File: config.mk
export PLATFORM = sky130hd
export DESIGN_NAME = tdm_slot_tx
export DESIGN_NICKNAME = d
export VERILOG_FILES = /design/src/rtl/tdm_tx_pkg.sv /design/src/rtl/tdm_slot_timer.sv /design/src/rtl/tdm_host_regs.sv /design/src/rtl/tdm_word_shifter.sv /design/src/rtl/tdm_slot_tx.sv
export SDC_FILE = /design/constraint.sdc
export NUM_CORES = 1
export LEC_CHECK = 0
export BUFFER_PORTS_ARGS = -buffer_cell sky130_fd_sc_hd__buf_2
export CAP_MARGIN = 25
export CORE_MARGIN = 2
export CORE_UTILIZATION = 55
export DETAILED_ROUTE_END_ITERATION = 8
export HOLD_SLACK_MARGIN = 0.12
export PLACE_DENSITY = 0.79
export SLEW_MARGIN = 10
export SYNTH_ARGS = -nofsm -noshare
export SYNTH_HDL_FRONTEND = slang
export SYNTH_SLANG_ARGS = --single-unit
File: constraint.sdc
create_clock -name clk -period 5.3 [get_ports clk]
set_input_delay 1.06 -clock clk [delete_from_list [all_inputs] [get_ports clk]]
set_output_delay 1.06 -clock clk [all_outputs]
set_load 0.05 [all_outputs]
File: src/rtl/tdm_tx_pkg.sv
package tdm_tx_pkg;

   // minimum-one width helper for counters and indices
   function automatic int cnt_width(input int n);
      return (n > 1) ? $clog2(n) : 1;
   endfunction

   // kind of the most recent host write since the last enabled load
   typedef enum logic [1:0] {
      WK_NONE = 2'd0,
      WK_HOLD = 2'd1,
      WK_SLOT = 2'd2
   } wr_kind_e;

endpackage

File: src/rtl/tdm_slot_timer.sv
module tdm_slot_timer #(
   parameter int SLOTS  = 5,
   parameter int WORD_W = 8,
   localparam int SLOT_W = tdm_tx_pkg::cnt_width(SLOTS),
   localparam int BIT_W  = tdm_tx_pkg::cnt_width(WORD_W)
) (
   input  logic              clk,
   input  logic              rst_n,
   input  logic              fsync,
   output logic              boundary_o,
   output logic              load_o,
   output logic [SLOT_W-1:0] slot_nxt_o
);

   localparam logic [BIT_W-1:0]  LAST_BIT  = BIT_W'(WORD_W - 1);
   localparam logic [SLOT_W-1:0] LAST_SLOT = SLOT_W'(SLOTS - 1);

   logic              fsync_q;
   logic              running_q;
   logic [SLOT_W-1:0] slot_q;
   logic [BIT_W-1:0]  bit_q;
   logic              start;
   logic              word_end;

   assign start      = fsync & ~fsync_q;
   assign word_end   = running_q & (bit_q == LAST_BIT);
   assign boundary_o = start | word_end;
   assign load_o     = start | (word_end & (slot_q != LAST_SLOT));
   assign slot_nxt_o = start ? '0 : slot_q + 1'b1;

   always_ff @(posedge clk) begin
      if (!rst_n) begin
         fsync_q   <= 1'b0;
         running_q <= 1'b0;
         slot_q    <= '0;
         bit_q     <= '0;
      end else begin
         fsync_q <= fsync;
         if (load_o) begin
            running_q <= 1'b1;
            slot_q    <= slot_nxt_o;
            bit_q     <= '0;
         end else if (word_end) begin
            running_q <= 1'b0;
            bit_q     <= '0;
         end else if (running_q) begin
            bit_q <= bit_q + 1'b1;
         end
      end
   end

endmodule

File: src/rtl/tdm_host_regs.sv
module tdm_host_regs #(
   parameter int WORD_W = 8
) (
   input  logic              clk,
   input  logic              rst_n,
   input  logic              hold_wr,
   input  logic [WORD_W-1:0] hold_data,
   input  logic              slot_wr,
   input  logic              irq_en,
   input  logic              urun_clr,
   input  logic              load_active,
   output logic [WORD_W-1:0] hold_q_o,
   output logic              drive_o,
   output logic              empty_o,
   output logic              irq_o,
   output logic              urun_o
);

   import tdm_tx_pkg::*;

   wr_kind_e    last_q;
   wr_kind_e    wr_now;
   logic        wr_any;

   assign wr_any = hold_wr | slot_wr;
   always_comb begin
      if (hold_wr)      wr_now = WK_HOLD;
      else if (slot_wr) wr_now = WK_SLOT;
      else              wr_now = WK_NONE;
   end

   // decision for a load in this cycle, from the history before this edge
   assign drive_o = (last_q != WK_SLOT);
   assign irq_o   = empty_o & irq_en;

   always_ff @(posedge clk) begin
      if (!rst_n) begin
         hold_q_o <= '0;
         last_q   <= WK_NONE;
         empty_o  <= 1'b1;
         urun_o   <= 1'b0;
      end else begin
         if (hold_wr) hold_q_o <= hold_data;

         if (load_active)  last_q <= wr_now;
         else if (wr_any)  last_q <= wr_now;

         if (wr_any)           empty_o <= 1'b0;
         else if (load_active) empty_o <= 1'b1;

         if (load_active && last_q == WK_NONE) urun_o <= 1'b1;
         else if (urun_clr)                    urun_o <= 1'b0;
      end
   end

endmodule

File: src/rtl/tdm_word_shifter.sv
module tdm_word_shifter #(
   parameter int WORD_W    = 8,
   parameter bit MSB_FIRST = 1'b1
) (
   input  logic              clk,
   input  logic              rst_n,
   input  logic              boundary,
   input  logic              load,
   input  logic              enable,
   input  logic [WORD_W-1:0] word_in,
   output logic              sdo_o,
   output logic              oe_o
);

   logic [WORD_W-1:0] sh_q;
   logic [WORD_W-1:0] sh_next;
   logic              out_bit;

   generate
      if (MSB_FIRST) begin : g_msb
         assign out_bit = sh_q[WORD_W-1];
         assign sh_next = {sh_q[WORD_W-2:0], 1'b0};
      end else begin : g_lsb
         assign out_bit = sh_q[0];
         assign sh_next = {1'b0, sh_q[WORD_W-1:1]};
      end
   endgenerate

   assign sdo_o = oe_o & out_bit;

   always_ff @(posedge clk) begin
      if (!rst_n) begin
         sh_q <= '0;
         oe_o <= 1'b0;
      end else if (load) begin
         if (enable) sh_q <= word_in;
         oe_o <= enable;
      end else begin
         sh_q <= sh_next;
         if (boundary) oe_o <= 1'b0;
      end
   end

endmodule

File: src/rtl/tdm_slot_tx.sv
module tdm_slot_tx #(
   parameter int SLOTS     = 5,
   parameter int WORD_W    = 8,
   parameter bit MSB_FIRST = 1'b1
) (
   input  logic              clk,
   input  logic              rst_n,
   input  logic              fsync,
   input  logic [SLOTS-1:0]  slot_mask,
   input  logic              hold_wr,
   input  logic [WORD_W-1:0] hold_data,
   input  logic              slot_wr,
   input  logic              irq_en,
   input  logic              urun_clr,
   output logic              sdo,
   output logic              sdo_oe,
   output logic              empty_flag,
   output logic              irq,
   output logic              urun_flag
);

   localparam int SLOT_W = tdm_tx_pkg::cnt_width(SLOTS);

   generate
      if (SLOTS < 1) begin : g_bad_slots
         $error("SLOTS must be at least 1");
      end
      if (WORD_W < 2) begin : g_bad_word
         $error("WORD_W must be at least 2");
      end
   endgenerate

   logic              boundary;
   logic              load;
   logic [SLOT_W-1:0] slot_nxt;
   logic [SLOTS-1:0]  slot_hit;
   logic              slot_en;
   logic              load_active;
   logic              drive;
   logic [WORD_W-1:0] hold_q;

   tdm_slot_timer #(.SLOTS(SLOTS), .WORD_W(WORD_W)) u_timer (
      .clk        (clk),
      .rst_n      (rst_n),
      .fsync      (fsync),
      .boundary_o (boundary),
      .load_o     (load),
      .slot_nxt_o (slot_nxt)
   );

   // per-slot mask select
   generate
      for (genvar i = 0; i < SLOTS; i++) begin : g_mask
         assign slot_hit[i] = slot_mask[i] & (slot_nxt == SLOT_W'(i));
      end
   endgenerate

   assign slot_en     = |slot_hit;
   assign load_active = load & slot_en;

   tdm_host_regs #(.WORD_W(WORD_W)) u_regs (
      .clk         (clk),
      .rst_n       (rst_n),
      .hold_wr     (hold_wr),
      .hold_data   (hold_data),
      .slot_wr     (slot_wr),
      .irq_en      (irq_en),
      .urun_clr    (urun_clr),
      .load_active (load_active),
      .hold_q_o    (hold_q),
      .drive_o     (drive),
      .empty_o     (empty_flag),
      .irq_o       (irq),
      .urun_o      (urun_flag)
   );

   tdm_word_shifter #(.WORD_W(WORD_W), .MSB_FIRST(MSB_FIRST)) u_shift (
      .clk      (clk),
      .rst_n    (rst_n),
      .boundary (boundary),
      .load     (load),
      .enable   (load_active & drive),
      .word_in  (hold_q),
      .sdo_o    (sdo),
      .oe_o     (sdo_oe)
   );

endmodule

# Yosys cells after proc, flatten, opt, wreduce, memory -nomap -nowiden
# Cells that the tools add are included.
# op_classes
add_sub_neg	2
eq_ne	8
mux	15
n_bitwise	17
n_reduce_logical	10
# ops
cell	count
$mux W8	2
$and A1 B1 Y1	12
$mux W1	8
$mux W2	4
$reduce_bool A2 Y1	4
$add A3 B1 Y3 const B	2
$eq A3 B2 Y1 const B	2
$eq A3 B3 Y1 const B	2
$reduce_or A5 Y1	1
$eq A3 B1 Y1 const B	1
$logic_not A3 Y1	1
$mux W3	1
$ne A3 B3 Y1 const B	1
$or A1 B1 Y1	3
$reduce_or A3 Y1	1
$logic_not A2 Y1	1
$ne A2 B1 Y1 const B	1
$ne A2 B2 Y1 const B	1
$not A1 Y1	2
$reduce_and A2 Y1	1
$logic_and A1 B1 Y1	1
# totals
regBits	29
input_bits	20
out_inout_bits	5
elab_cells	63

# Longest topological paths before layout
# logic_depth
word_depth	10
mapped_depth	9
mapped_depth_nobuf	8

# Modules after synthesis
# Synthesis repeated with hierarchy kept, for this count alone.
# unflattened
hier_cells	138
area_unflattened_um2	1325.0
# by_module_without_submodules
module	n_inst	cells_each	area_each_um2	seq_area_each_um2
tdm_host_regs	1	42	464.2	240.2
tdm_slot_timer	1	47	410.4	160.2
tdm_word_shifter	1	39	376.6	180.2
tdm_slot_tx	1	10	73.8	0.0

# Worst setup path before layout
# Ideal clock, no wire load.
# synth_timing
path_kind	input to output
start	in irq_en
end	out irq
arrival_time_ps	1472
t_required_ps	4240
setup_slack_ps	2768
cell_stages	1
path_buffers	0
path_cell_list	and2_1
# synth_between
elab_chain_len	1
# synth_rtl
element	line_no	text
from (decl)	tdm_slot_tx.sv:13	input logic irq_en,
$and A1 B1 Y1	tdm_host_regs.sv:34	assign irq_o = empty_o & irq_en;
to (decl)	tdm_slot_tx.sv:18	output logic irq,
# No other way between the ends.

# Worst setup path in the final report
# Ends and elaborated chain as after synthesis.

==> results_dict.tcl <==
set metrics [dict create \
    status "complete, no violations" \
    synth-xor-area-share 0.006228 \
    synth_top_family_by_area "compound AO/OA/AOI/OAI gates" \
    multiInputGateArea_um2 749.5 \
    synth_seq_cells 29 \
    cts.root.buffer_cell "clkbuf_4" \
    io_pins 25 \
    cts.sinks 29 \
    criticalPathCategory "in -> out" \
    nets 195 \
    cts_resized 0 \
    synthCells 148 \
    synth_edf_count 0 \
    syn-mean-instance-area_um2 9.502 \
    insertion_delay_ns 0.33 \
    hold_slack_ns 0.5143 \
    ff_latch_area_um2 580.6 \
    yosysSeqAreaShare 0.4128 \
    post_cts_buffers 0 \
    syn_nets 172 \
    muxShareOfSynthArea 0.08541 \
    hold_violations 0 \
    cp_data_required_time_ns 4.24 \
    hpwl_mm 1.806 \
    drive_gt1_frac 0.2222 \
    fin_area_um2 1573 \
    drt_iter0_drc 14 \
    antenna_found_initial 0 \
    wl_per_cell_um 13.11 \
    setup_viol 0 \
    worst_pin_slew_ns 0.7246 \
    grt_use_total 0.2036 \
    cts.path.max_buffers 2 \
    dieArea_um2 2977 \
    period_minus_slack_ns 2.552 \
    grt_pass1_vias 990 \
    synthAdderAreaFrac 0.03559 \
    via_per_inst 5.393 \
    grt_pass1_wl_mm 4.140 \
    synthArstFlopShare 0 \
    die_w_um 54.57 \
    routed_wirelength_mm 2.636 \
    finalCritPeriodShare 0.4815 \
    grt-ovfl-total 0 \
    yosys_warnings 0 \
    via_count 1084 \
    leakagePower_nw 0.7012 \
    skew_ns 0.01153 \
    ant_nets 0 \
    syn_area_um2 1406 \
    hp-class "reg -> reg" \
    start_util 0.5729 \
    htree_levels 2 \
    rsz0062_at_grt "false" \
    endpoint_kind "output pin" \
    startpoint "irq_en" \
    synth_ff_type "dfxtp_1" \
    cap_viol_max_count 0 \
    worstHoldStart "u_regs.urun_o" \
    fillCellCount 209 \
    cp.arrival_ns 1.49 \
    timing.slew.headroom 0.5154 \
    drc 0 \
    areaGrowthSynthToFinish_pct 11.83 \
    cts_inserted_buffers 5 \
    cp_max_fo 1 \
    fp.dieH_um 54.57 \
    ir_drop_mv 0.2547 \
    start_kind "input port" \
    synth.distinct_cells 35 \
    holdBufCountCts 0 \
    drtPass1Iterations 4 \
    clk_pin_slew_ns 0.09 \
    fin_setup_tns_ns 0 \
    num_rows 18 \
    placed_area_um2 1518 \
    synth_compound_area_frac 0.2126 \
    io_buffers 24 \
    core_area_um2 2455 \
    drv_slew 0 \
    synthSimpleGateAreaFrac 0.1931 \
    powerDensity_nw_per_um2 276.8 \
    ff2ff_setup_slack_ns 2.96 \
    diodes 0 \
    place.gp.congestion 0.7409 \
    r2r-start "u_timer.slot_q[0]" \
    tritoncts "yes" \
    grt_start_max_net_pins 30 \
    fin_util 0.6407 \
    max_freq_ghz 0.3918 \
]
[registers in the layout (all words and copies together) (netlist names), 2 cells and up]
name	cells
u_timer.slot_q	3
u_timer.bit_q	3
u_regs.hold_q_o	8
u_regs.last_q	2
u_shift.sh_q	8
[synth_stat cells (2+ instances only)]
cell type | number | area (um^2)
a22o_1 | 7 | 61.31
dfxtp_1 | 29 | 580.6
and3_1 | 4 | 25.02
a21boi_0 | 2 | 15.01
clkbuf_1 | 5 | 18.77
o21a_1 | 8 | 60.06
buf_6 | 2 | 22.52
inv_1 | 8 | 30.03
nor2b_1 | 13 | 81.33
a21oi_1 | 6 | 30.03
nor2_1 | 9 | 33.78
nand2_1 | 15 | 56.30
o22ai_1 | 2 | 12.51
and2_1 | 3 | 18.77
ha_1 | 4 | 50.05
mux2i_1 | 12 | 120.1
[placed cells by master (no fill, tap or decap), types with 2 or more instances in the layout]
master	n
inv_1	8
and2_1	3
a21oi_1	6
nor2_1	9
dfxtp_1	29
nand2_1	15
buf_2	24
a22o_1	7
a21boi_0	2
mux2i_1	12
and3_1	4
clkbuf_4	5
nor2b_1	13
o21a_1	8
o22ai_1	2
ha_1	4
[where the power goes]
group / total [W] / switching, W / internal [W]
Clock: 0.000134 / 0.0000719 / 0.0000625
Sequential: 0.000235 / 0.00000757 / 0.000228
Combinational: 0.0000659 / 0.0000381 / 0.0000277
Total: 0.000435 / 0.000118 / 0.000318
[routing by layer]
metal	up-vias	wire length [um]	global-route usage
met5	-	0	0
met4	0	57	0.1250
met3	7	133	0.06557
met2	23	1289	0.3494
met1	502	1156	0.2145
li1	552	-	-
[critical path: stages]
cell and delay [ns]:
buf_2 0.09, and2_1 0.14, buf_2 0.20
[worst paths after layout]
kind	endpoint	depth (start not counted)
worst max-delay path	irq	3
worst min register to register	u_regs.urun_o	2
worst min-delay path	u_regs.urun_o	2
worst max register to register	u_shift.sh_q[0]	7
[layout make-up]
cell class                      instances  area share
Clock buffer                            7     0.03500
Inverter                                8     0.01909
Multi-Input combinational cell        103      0.4765
Sequential cell                        29      0.3691
Tap cell                               30     0.02387
Timing Repair Buffer                   24     0.07637
[logic make-up (layout without fill, tap and decap cells)]
group | Yosys count | in the layout
compound gates | 34 | 34
xor+xnor | 1 | 1
flops | 29 | 29
simple gates | 52 | 52
mux | 12 | 12
fa+ha+maj | 4 | 4
buf+inv | 16 | 39
[through the flow]
step	worst slack, ns	power [W]	instances
floorplan	2.768	0.0002910	148
global placement	2.528	0.0003029	194
detailed placement	2.453	0.0003056	194
CTS	2.744	0.0004395	201
global route	2.653	0.0004562	201
finish	2.748	0.0004354	201
Power figures use the tool's default switching activity.
